## src/rtl/pic_pkg.sv

```systemverilog
package pic_pkg;

   typedef enum logic {
      LINE_EDGE  = 1'b0,
      LINE_LEVEL = 1'b1
   } line_mode_e;

   function automatic int level_bits(input int levels);
      return (levels < 1) ? 1 : $clog2(levels + 1);
   endfunction

endpackage

```

## src/rtl/pic_line_latch.sv

```systemverilog
module pic_line_latch
   import pic_pkg::*;
#(
   parameter int IRQ_W     = 8,
   parameter int NUM_LINES = 8
) (
   input  logic             clk,
   input  logic             rst_n,
   input  logic [IRQ_W-1:0] irq_in,
   input  logic [IRQ_W-1:0] line_is_level,
   input  logic [IRQ_W-1:0] sw_set,
   input  logic [IRQ_W-1:0] sw_clr,
   output logic [IRQ_W-1:0] pend_d,
   output logic [IRQ_W-1:0] pend_q
);

   for (genvar i = 0; i < IRQ_W; i++) begin : g_line
      if (i < NUM_LINES) begin : g_impl
         logic       prev_q;
         logic       rise;
         line_mode_e mode;

         assign mode = line_mode_e'(line_is_level[i]);
         assign rise = irq_in[i] & ~prev_q;

         always_comb begin
            if (mode == LINE_LEVEL)
               pend_d[i] = irq_in[i];
            else
               pend_d[i] = (pend_q[i] & ~sw_clr[i]) | rise | sw_set[i];
         end

         always_ff @(posedge clk) begin
            if (!rst_n) begin
               prev_q    <= 1'b0;
               pend_q[i] <= 1'b0;
            end else begin
               prev_q    <= irq_in[i];
               pend_q[i] <= pend_d[i];
            end
         end


         level_follow_chk: assert property (@(posedge clk) disable iff (!rst_n)
            ($past(rst_n) && line_is_level[i] && $stable(line_is_level[i]))
               |-> (pend_q[i] == $past(irq_in[i])));


         edge_hold_chk: assert property (@(posedge clk) disable iff (!rst_n)
            ($past(rst_n) && !line_is_level[i] && !$past(line_is_level[i])
               && $past(pend_q[i]) && !$past(sw_clr[i])) |-> pend_q[i]);
      end else begin : g_absent
         logic unused_bits;
         assign unused_bits = ^{irq_in[i], line_is_level[i], sw_set[i], sw_clr[i]};
         assign pend_d[i]   = 1'b0;
         assign pend_q[i]   = 1'b0;
      end
   end

endmodule

```

## src/rtl/pic_level_resolver.sv

```systemverilog
module pic_level_resolver #(
   parameter int IRQ_W      = 8,
   parameter int NUM_LEVELS = 3,
   parameter int LVL_W      = 2
) (
   input  logic [IRQ_W-1:0]            eff,
   input  logic [NUM_LEVELS*IRQ_W-1:0] level_mask,
   input  logic [LVL_W-1:0]            cur_level,
   output logic [LVL_W-1:0]            win_level,
   output logic                        win_hit
);

   logic [NUM_LEVELS:1] lvl_hit;

   for (genvar l = 1; l <= NUM_LEVELS; l++) begin : g_lvl
      assign lvl_hit[l] = (|(level_mask[(l-1)*IRQ_W +: IRQ_W] & eff))
                          && (l > int'(cur_level));
   end

   always_comb begin
      win_level = '0;
      win_hit   = 1'b0;
      for (int l = NUM_LEVELS; l >= 1; l--) begin
         if (!win_hit && lvl_hit[l]) begin
            win_level = LVL_W'(l);
            win_hit   = 1'b1;
         end
      end
   end

endmodule

```

## src/rtl/prio_irq_ctrl.sv

```systemverilog
module prio_irq_ctrl
   import pic_pkg::*;
#(
   parameter int IRQ_W      = 8,
   parameter int NUM_LINES  = 6,
   parameter int NUM_LEVELS = 3,
   parameter int LVL_W      = level_bits(NUM_LEVELS)
) (
   input  logic                        clk,
   input  logic                        rst_n,
   input  logic [IRQ_W-1:0]            irq_in,
   input  logic [IRQ_W-1:0]            line_is_level,
   input  logic [NUM_LEVELS*IRQ_W-1:0] level_mask,
   input  logic [LVL_W-1:0]            cur_level,
   input  logic                        en_wr,
   input  logic [IRQ_W-1:0]            en_wdata,
   input  logic                        set_wr,
   input  logic [IRQ_W-1:0]            set_data,
   input  logic                        clr_wr,
   input  logic [IRQ_W-1:0]            clr_data,
   output logic [LVL_W-1:0]            pend_level,
   output logic                        core_req
);

   localparam int MIN_LVL_W = level_bits(NUM_LEVELS);

   if (NUM_LINES < 1 || NUM_LINES > IRQ_W) begin : g_bad_lines
      $error("NUM_LINES must lie in 1..IRQ_W");
   end
   if (NUM_LEVELS < 1) begin : g_bad_levels
      $error("NUM_LEVELS must be at least 1");
   end
   if (LVL_W < MIN_LVL_W) begin : g_bad_lvl_w
      $error("LVL_W too narrow for NUM_LEVELS");
   end

   logic [IRQ_W-1:0] sw_set, sw_clr;
   logic [IRQ_W-1:0] pend_d, pend_q;
   logic [IRQ_W-1:0] en_d, en_q;
   logic [IRQ_W-1:0] eff_d, eff_q;
   logic [LVL_W-1:0] win_level;
   logic             win_hit;

   assign sw_set = set_wr ? set_data : '0;
   assign sw_clr = clr_wr ? clr_data : '0;
   assign en_d   = en_wr ? en_wdata : en_q;
   assign eff_d  = pend_d & en_d;

   pic_line_latch #(
      .IRQ_W     (IRQ_W),
      .NUM_LINES (NUM_LINES)
   ) u_latch (
      .clk           (clk),
      .rst_n         (rst_n),
      .irq_in        (irq_in),
      .line_is_level (line_is_level),
      .sw_set        (sw_set),
      .sw_clr        (sw_clr),
      .pend_d        (pend_d),
      .pend_q        (pend_q)
   );

   pic_level_resolver #(
      .IRQ_W      (IRQ_W),
      .NUM_LEVELS (NUM_LEVELS),
      .LVL_W      (LVL_W)
   ) u_resolve (
      .eff        (eff_d),
      .level_mask (level_mask),
      .cur_level  (cur_level),
      .win_level  (win_level),
      .win_hit    (win_hit)
   );

   always_ff @(posedge clk) begin
      if (!rst_n) begin
         en_q       <= '0;
         eff_q      <= '0;
         pend_level <= '0;
         core_req   <= 1'b0;
      end else begin
         en_q       <= en_d;
         eff_q      <= eff_d;
         pend_level <= win_level;
         core_req   <= win_hit;
      end
   end

   logic unused_pend;
   assign unused_pend = ^pend_q;


   above_cur_chk: assert property (@(posedge clk) disable iff (!rst_n)
      ($past(rst_n) && core_req) |-> (pend_level > $past(cur_level)));


   idle_no_req_chk: assert property (@(posedge clk) disable iff (!rst_n)
      (eff_q == '0) |-> (!core_req && pend_level == '0));


   req_level_chk: assert property (@(posedge clk) disable iff (!rst_n)
      core_req |-> (pend_level != '0));

endmodule

```

## config.mk

```make
export PLATFORM = sky130hd
export DESIGN_NAME = prio_irq_ctrl
export DESIGN_NICKNAME = d
export VERILOG_FILES = /design/src/rtl/pic_pkg.sv /design/src/rtl/pic_line_latch.sv /design/src/rtl/pic_level_resolver.sv /design/src/rtl/prio_irq_ctrl.sv
export SDC_FILE = /design/constraint.sdc
export NUM_CORES = 1
export LEC_CHECK = 0
export CORE_MARGIN = 8
export CORE_UTILIZATION = 35
export DETAILED_ROUTE_END_ITERATION = 8
export DONT_BUFFER_PORTS = 1
export GPL_ROUTABILITY_DRIVEN = 0
export SKIP_CTS_REPAIR_TIMING = 1
export SLEW_MARGIN = 30
export SYNTH_ARGS = -nofsm -noshare
export SYNTH_HDL_FRONTEND = slang
export SYNTH_SLANG_ARGS = --single-unit
```

## constraint.sdc

```tcl
create_clock -name clk -period 2.35 [get_ports clk]
set_clock_uncertainty 0.05 [all_clocks]
set_input_delay 0.47 -clock clk [delete_from_list [all_inputs] [get_ports clk]]
set_output_delay 0.47 -clock clk [all_outputs]
set_load 0.05 [all_outputs]
```

# After elaboration in Yosys (flattened, before gate mapping)
# Cells that the tools add are included.
# op_classes
bitwise	41
n_lt_le_gt_ge	3
muxes	15
n_reduce_logical	11
# ops
op	count
$and A8 B8 Y8	3
$reduce_or A8 Y1	3
$not A1 Y1	13
$and A1 B1 Y1	12
$mux W6	2
$or A1 B1 Y1	12
$mux W1	10
$and A6 B8 Y8	1
$mux W8	1
$logic_and A1 B1 Y1	5
$gt A2 B2 Y1 const A	2
$mux W2	2
$gt A1 B2 Y1 const A	1
$logic_not A1 Y1	2
$reduce_or A2 Y1	1
# word_totals
input_bits	71
wordCells	86
reg_bits	23
output_inout_bits	3

# Longest topological paths before layout
# logic_depth
depth_word	17
ltp_mapped	6
mapped_depth_nobuf	5

# Hierarchy
# Synthesis repeated with hierarchy kept, for this count alone.
# unflattened
cells_unflattened	144
hier_area_um2	1238.7
# by_module_without_submodules
module	cells_per_inst	instances	seq_area_each_um2	area_each_um2
pic_line_latch	67	1	240.2	545.5
prio_irq_ctrl	56	1	220.2	534.3
pic_level_resolver	21	1	0.0	158.9

# Worst setup path after synthesis
# Ideal clock, no wire load.
# synth_path
kind	input-to-reg
startpoint	input port line_is_level[4]
endpoint	register core_req
setup_slack_ns	0.562
cell_stages	5
required_time_ns	2.153
t_arrival_ns	1.591
cell_sequence	nand2b_1 > a221oi_2 > o22ai_1 > o311ai_0 > o211ai_1
# synth_between
elab_chain_cells	12
elab_cells_between_ends	18
cone_classes	mux: 4; bitwise: 4; reduce/logical: 10
# synth_rtl
element	line_no	source
start: declaration	prio_irq_ctrl.sv:12	input logic [IRQ_W-1:0] line_is_level,
$mux W1 (*)	pic_line_latch.sv:27	if (mode == LINE_LEVEL)
$and A6 B8 Y8 (*)	prio_irq_ctrl.sv:47	assign eff_d = pend_d & en_d;
$and A8 B8 Y8	pic_level_resolver.sv:16	assign lvl_hit[l] = (|(level_mask[(l-1)*IRQ_W +: IRQ_W] & eff))
$reduce_or A8 Y1	pic_level_resolver.sv:16	
$logic_and A1 B1 Y1	pic_level_resolver.sv:17	&& (l > int'(cur_level));
$mux W1	pic_level_resolver.sv:24	if (!win_hit && lvl_hit[l]) begin
$logic_not A1 Y1	pic_level_resolver.sv:24	
$logic_and A1 B1 Y1	pic_level_resolver.sv:24	
$mux W1	pic_level_resolver.sv:24	
$logic_not A1 Y1	pic_level_resolver.sv:24	
$logic_and A1 B1 Y1	pic_level_resolver.sv:24	
$mux W1 (*)	pic_level_resolver.sv:24	
end signal: assignment	prio_irq_ctrl.sv:85	core_req <= win_hit;
end: declaration	prio_irq_ctrl.sv:22	output logic core_req
# Mark *: on every way between the ends. The rest lies on a longest branch, timed or not.
# A chain may end at the register's enable or synchronous reset.

# Final worst setup path
# layout_path
startpoint	register u_latch.pend_q[0]
endpoint	register core_req
# layout_between
elab_chain_cells	15
elab_cells_between_ends	21
cone_classes	mux: 4; bitwise: 7; reduce/logical: 10
# layout_rtl
element	line_no	source
start: declaration	pic_line_latch.sv:14	output logic [IRQ_W-1:0] pend_q
start signal: indexed assignment	pic_line_latch.sv:39	pend_q[i] <= pend_d[i];
$and A1 B1 Y1 (*)	pic_line_latch.sv:30	pend_d[i] = (pend_q[i] & ~sw_clr[i]) | rise | sw_set[i];
$or A1 B1 Y1 (*) (2 in a row)	pic_line_latch.sv:30	
$mux W1 (*)	pic_line_latch.sv:27	
$and A6 B8 Y8 (*)	prio_irq_ctrl.sv:47	
$and A8 B8 Y8	pic_level_resolver.sv:16	
$reduce_or A8 Y1	pic_level_resolver.sv:16	
$logic_and A1 B1 Y1	pic_level_resolver.sv:17	
$mux W1	pic_level_resolver.sv:24	
$logic_not A1 Y1	pic_level_resolver.sv:24	
$logic_and A1 B1 Y1	pic_level_resolver.sv:24	
$mux W1	pic_level_resolver.sv:24	
$logic_not A1 Y1	pic_level_resolver.sv:24	
$logic_and A1 B1 Y1	pic_level_resolver.sv:24	
$mux W1 (*)	pic_level_resolver.sv:24	
# Marked as above.

==> flow_metrics.py <==
metrics = {
    "hold_path": {
        "holdPathStages": 1,
        "hp-class": "input pin to flop",
    },
    "clock_tree": {
        "cts-root-buf": "clkbuf_4",
        "clk_pin_slew_ns": 0.11,
        "cts_buffers": 3,
        "htree_levels": 1,
        "cts.sinks": 21,
        "insertion_delay_ns": 0.29,
        "cts_tree": "done",
        "clk_path_buf_depth": 2,
    },
    "power": {
        "peakVddDrop_mv": 0.213,
        "combPwrFrac_pct": 15.5,
        "p_leak_nw": 0.467,
        "powerDensity_nw_per_um2": 618,
        "intPower_w": 0.000502,
        "p_sw_w": 0.000193,
        "total_power_w": 0.000695,
        "swShare_pct": 27.7,
        "power_frac_seq_pct": 59.9,
        "p_clk_share_pct": 24.6,
    },
    "synth": {
        "synth_area_per_cell_um2": 9.41,
        "seq_area_frac_synth_pct": 39.2,
        "yosysTopAreaCell": "dfxtp_1",
        "synth_fp_nets": 185,
        "yosys-top-cells-area": "dfxtp_1 39%, and2_1 5.8%, a221oi_2 5.6%",
        "synth_compound_area_share_pct": 23.9,
        "yosys_warnings": 0,
        "synth_top_family_by_area": "simple AND/OR/NAND/NOR gates",
        "synth-simple-area-share_pct": 25.2,
        "synth-xor-area-share_pct": 0,
        "ys_ff_latch": 21,
        "synth_fa_ha_area_share_pct": 0,
        "yosysTopAreaCellShare_pct": 39.2,
        "syn-instance-count": 114,
        "syn_area_um2": 1070,
        "synthDistinctLibCells": 26,
        "synthMuxAreaShare_pct": 6.07,
    },
    "placed_design": {
        "dp_hpwl_mm": 2.41,
        "placed_cells": 145,
        "portBuffers": 0,
    },
    "grt": {
        "grt_max_degree": 14,
        "antenna_found_initial": 0,
        "grt_use_total_pct": 11.1,
        "overflow": 0,
        "grt_pass1_wl_mm": 4.41,
        "grt_pass1_vias": 896,
    },
    "timing": {
        "timing.final.crit_share_pct": 79.0,
        "post-route-min-period_ns": 1.86,
        "slew_headroom_pct": 68.4,
        "setup_violations": 0,
        "tns_ns": 0,
        "worstMarginPinSlew_ns": 0.468,
        "hold_viol": 0,
        "grt_setup_unrepaired": "no",
        "max_freq_ghz": 0.538,
        "drv_slew": 0,
    },
    "floorplanning": {
        "dieArea_um2": 5090,
        "core_area_um2": 2980,
        "die_width_um": 71.4,
        "row_count": 20,
        "die_height_um": 71.4,
        "start_util_pct": 36.0,
        "boundaryPins": 74,
    },
    "detailed_routing": {
        "vias": 823,
        "drt-vias-per-instance": 5.52,
        "firstDrtPassIters": 4,
        "wl_per_cell_um": 19.3,
        "first_iter_violations": 21,
        "drt_wl_total_mm": 2.87,
        "ant_nets": 0,
        "post-route-drc-count": 0,
    },
    "status": {
        "status": "completed",
    },
    "cells_and_area": {
        "multiInputGateArea_um2": 592,
        "diodes": 0,
        "final_common_cell": "dfxtp_1",
        "drive_above_1_share_pct": 12.9,
        "regArea_um2": 420,
        "final_cell_mix": "21 x dfxtp_1, 14 x nand2_1, 11 x inv_1",
        "areaGrowthSynthToFinish_pct": 4.90,
        "fin_cells": 149,
        "final_net_count": 188,
        "nFillCells": 326,
    },
    "job": {
        "maxCapViolations": 0,
    },
    "setup_path": {
        "worst-path-max-fanout": 4,
        "criticalPathCategory": "flop to flop",
        "cp.arrival_ns": 1.97,
        "cp-start-kind": "flop",
        "r2r_cells": 5,
        "required_ns": 2.46,
        "end_kind": "flop",
    },
}
[flip-flops by register name, indices dropped and copies added (netlist names)]
| name | count |
|---|---|
| core_req | 1 |
| en_q | 6 |
| pend_level | 2 |
| u_latch.g_line.g_impl.prev_q | 6 |
| u_latch.pend_q | 6 |
[metal layers]
layer	part of all wire [%]	vias to the layer above	track usage [%]
li1	-	404	-
met1	42	374	12.3
met2	44	43	16.8
met3	13	2	6.42
met4	0.52	0	4.85
met5	0	-	0
[Yosys cell counts (all sizes together)]
cell / number
a21boi: 6
a221oi: 6
and2: 10
and3b: 6
buf: 1
clkbuf: 1
clkinv: 1
dfxtp: 21
inv: 11
mux2: 4
mux2i: 2
nand2: 14
nand2b: 6
nor2: 9
nor3b: 2
o211ai: 1
o21ai: 1
o22ai: 4
o311ai: 2
o32ai: 4
o41ai: 1
or4: 1
[power groups by stage]
| stage | clock network, W | registers, W | logic [W] |
|---|---|---|---|
| 2_1_floorplan | 0 | 0.000422 | 0.0000948 |
| 3_3_place_gp | 0 | 0.000424 | 0.000106 |
| 3_5_place_dp | 0 | 0.000425 | 0.000110 |
| 4_1_cts | 0.000181 | 0.000417 | 0.000110 |
| 5_1_grt | 0.000197 | 0.000419 | 0.000120 |
| 6_report | 0.000171 | 0.000416 | 0.000108 |
[path summary, 6_finish.rpt]
check / slack, ns / startpoint / endpoint
max: 0.49 / u_latch.pend_q[0] / core_req
min: 0.24 / irq_in[0] / u_latch.g_line[0].g_impl.prev_q
max reg2reg: 0.49 / u_latch.pend_q[0] / core_req
min reg2reg: 0.53 / en_q[2] / en_q[2]
[cells by family after synthesis]
| family | Yosys count |
|---|---|
| AOI/OAI and AO/OA | 25 |
| buffers and inverters | 14 |
| DFF | 21 |
| and+or+nand+nor | 48 |
| muxes | 6 |
[layout make-up]
type                       count  area share [%]
clock buffer                   4            2.34
inverter                      12            4.00
multi-input combinational     79            52.6
sequential                    21            37.4
tap                           33            3.67
[per-stage QoR]
| step | worst slack [ns] | area [um2] | util (%) | hold slack (ns) |
|---|---|---|---|---|
| final | 0.493 | 1120 | 37.8 | 0.237 |
| after global routing | 0.348 | 1120 | 37.8 | 0.212 |
| after CTS | 0.467 | 1120 | 37.8 | 0.223 |
| after detailed placement | 0.257 | 1100 | 36.9 | 0.493 |
| after global placement | 0.317 | 1100 | 36.9 | 0.475 |
| after floorplan | 0.562 | 1070 | - | 0.444 |
[worst max-delay path, cell delays in order, from the launching register on]
cell      delay [ns]
dfxtp_1         0.32
a21boi_1        0.13
a221oi_2        0.40
o22ai_1         0.18
o311ai_0        0.49
o211ai_1        0.16
(Power assumes the default switching activity.)
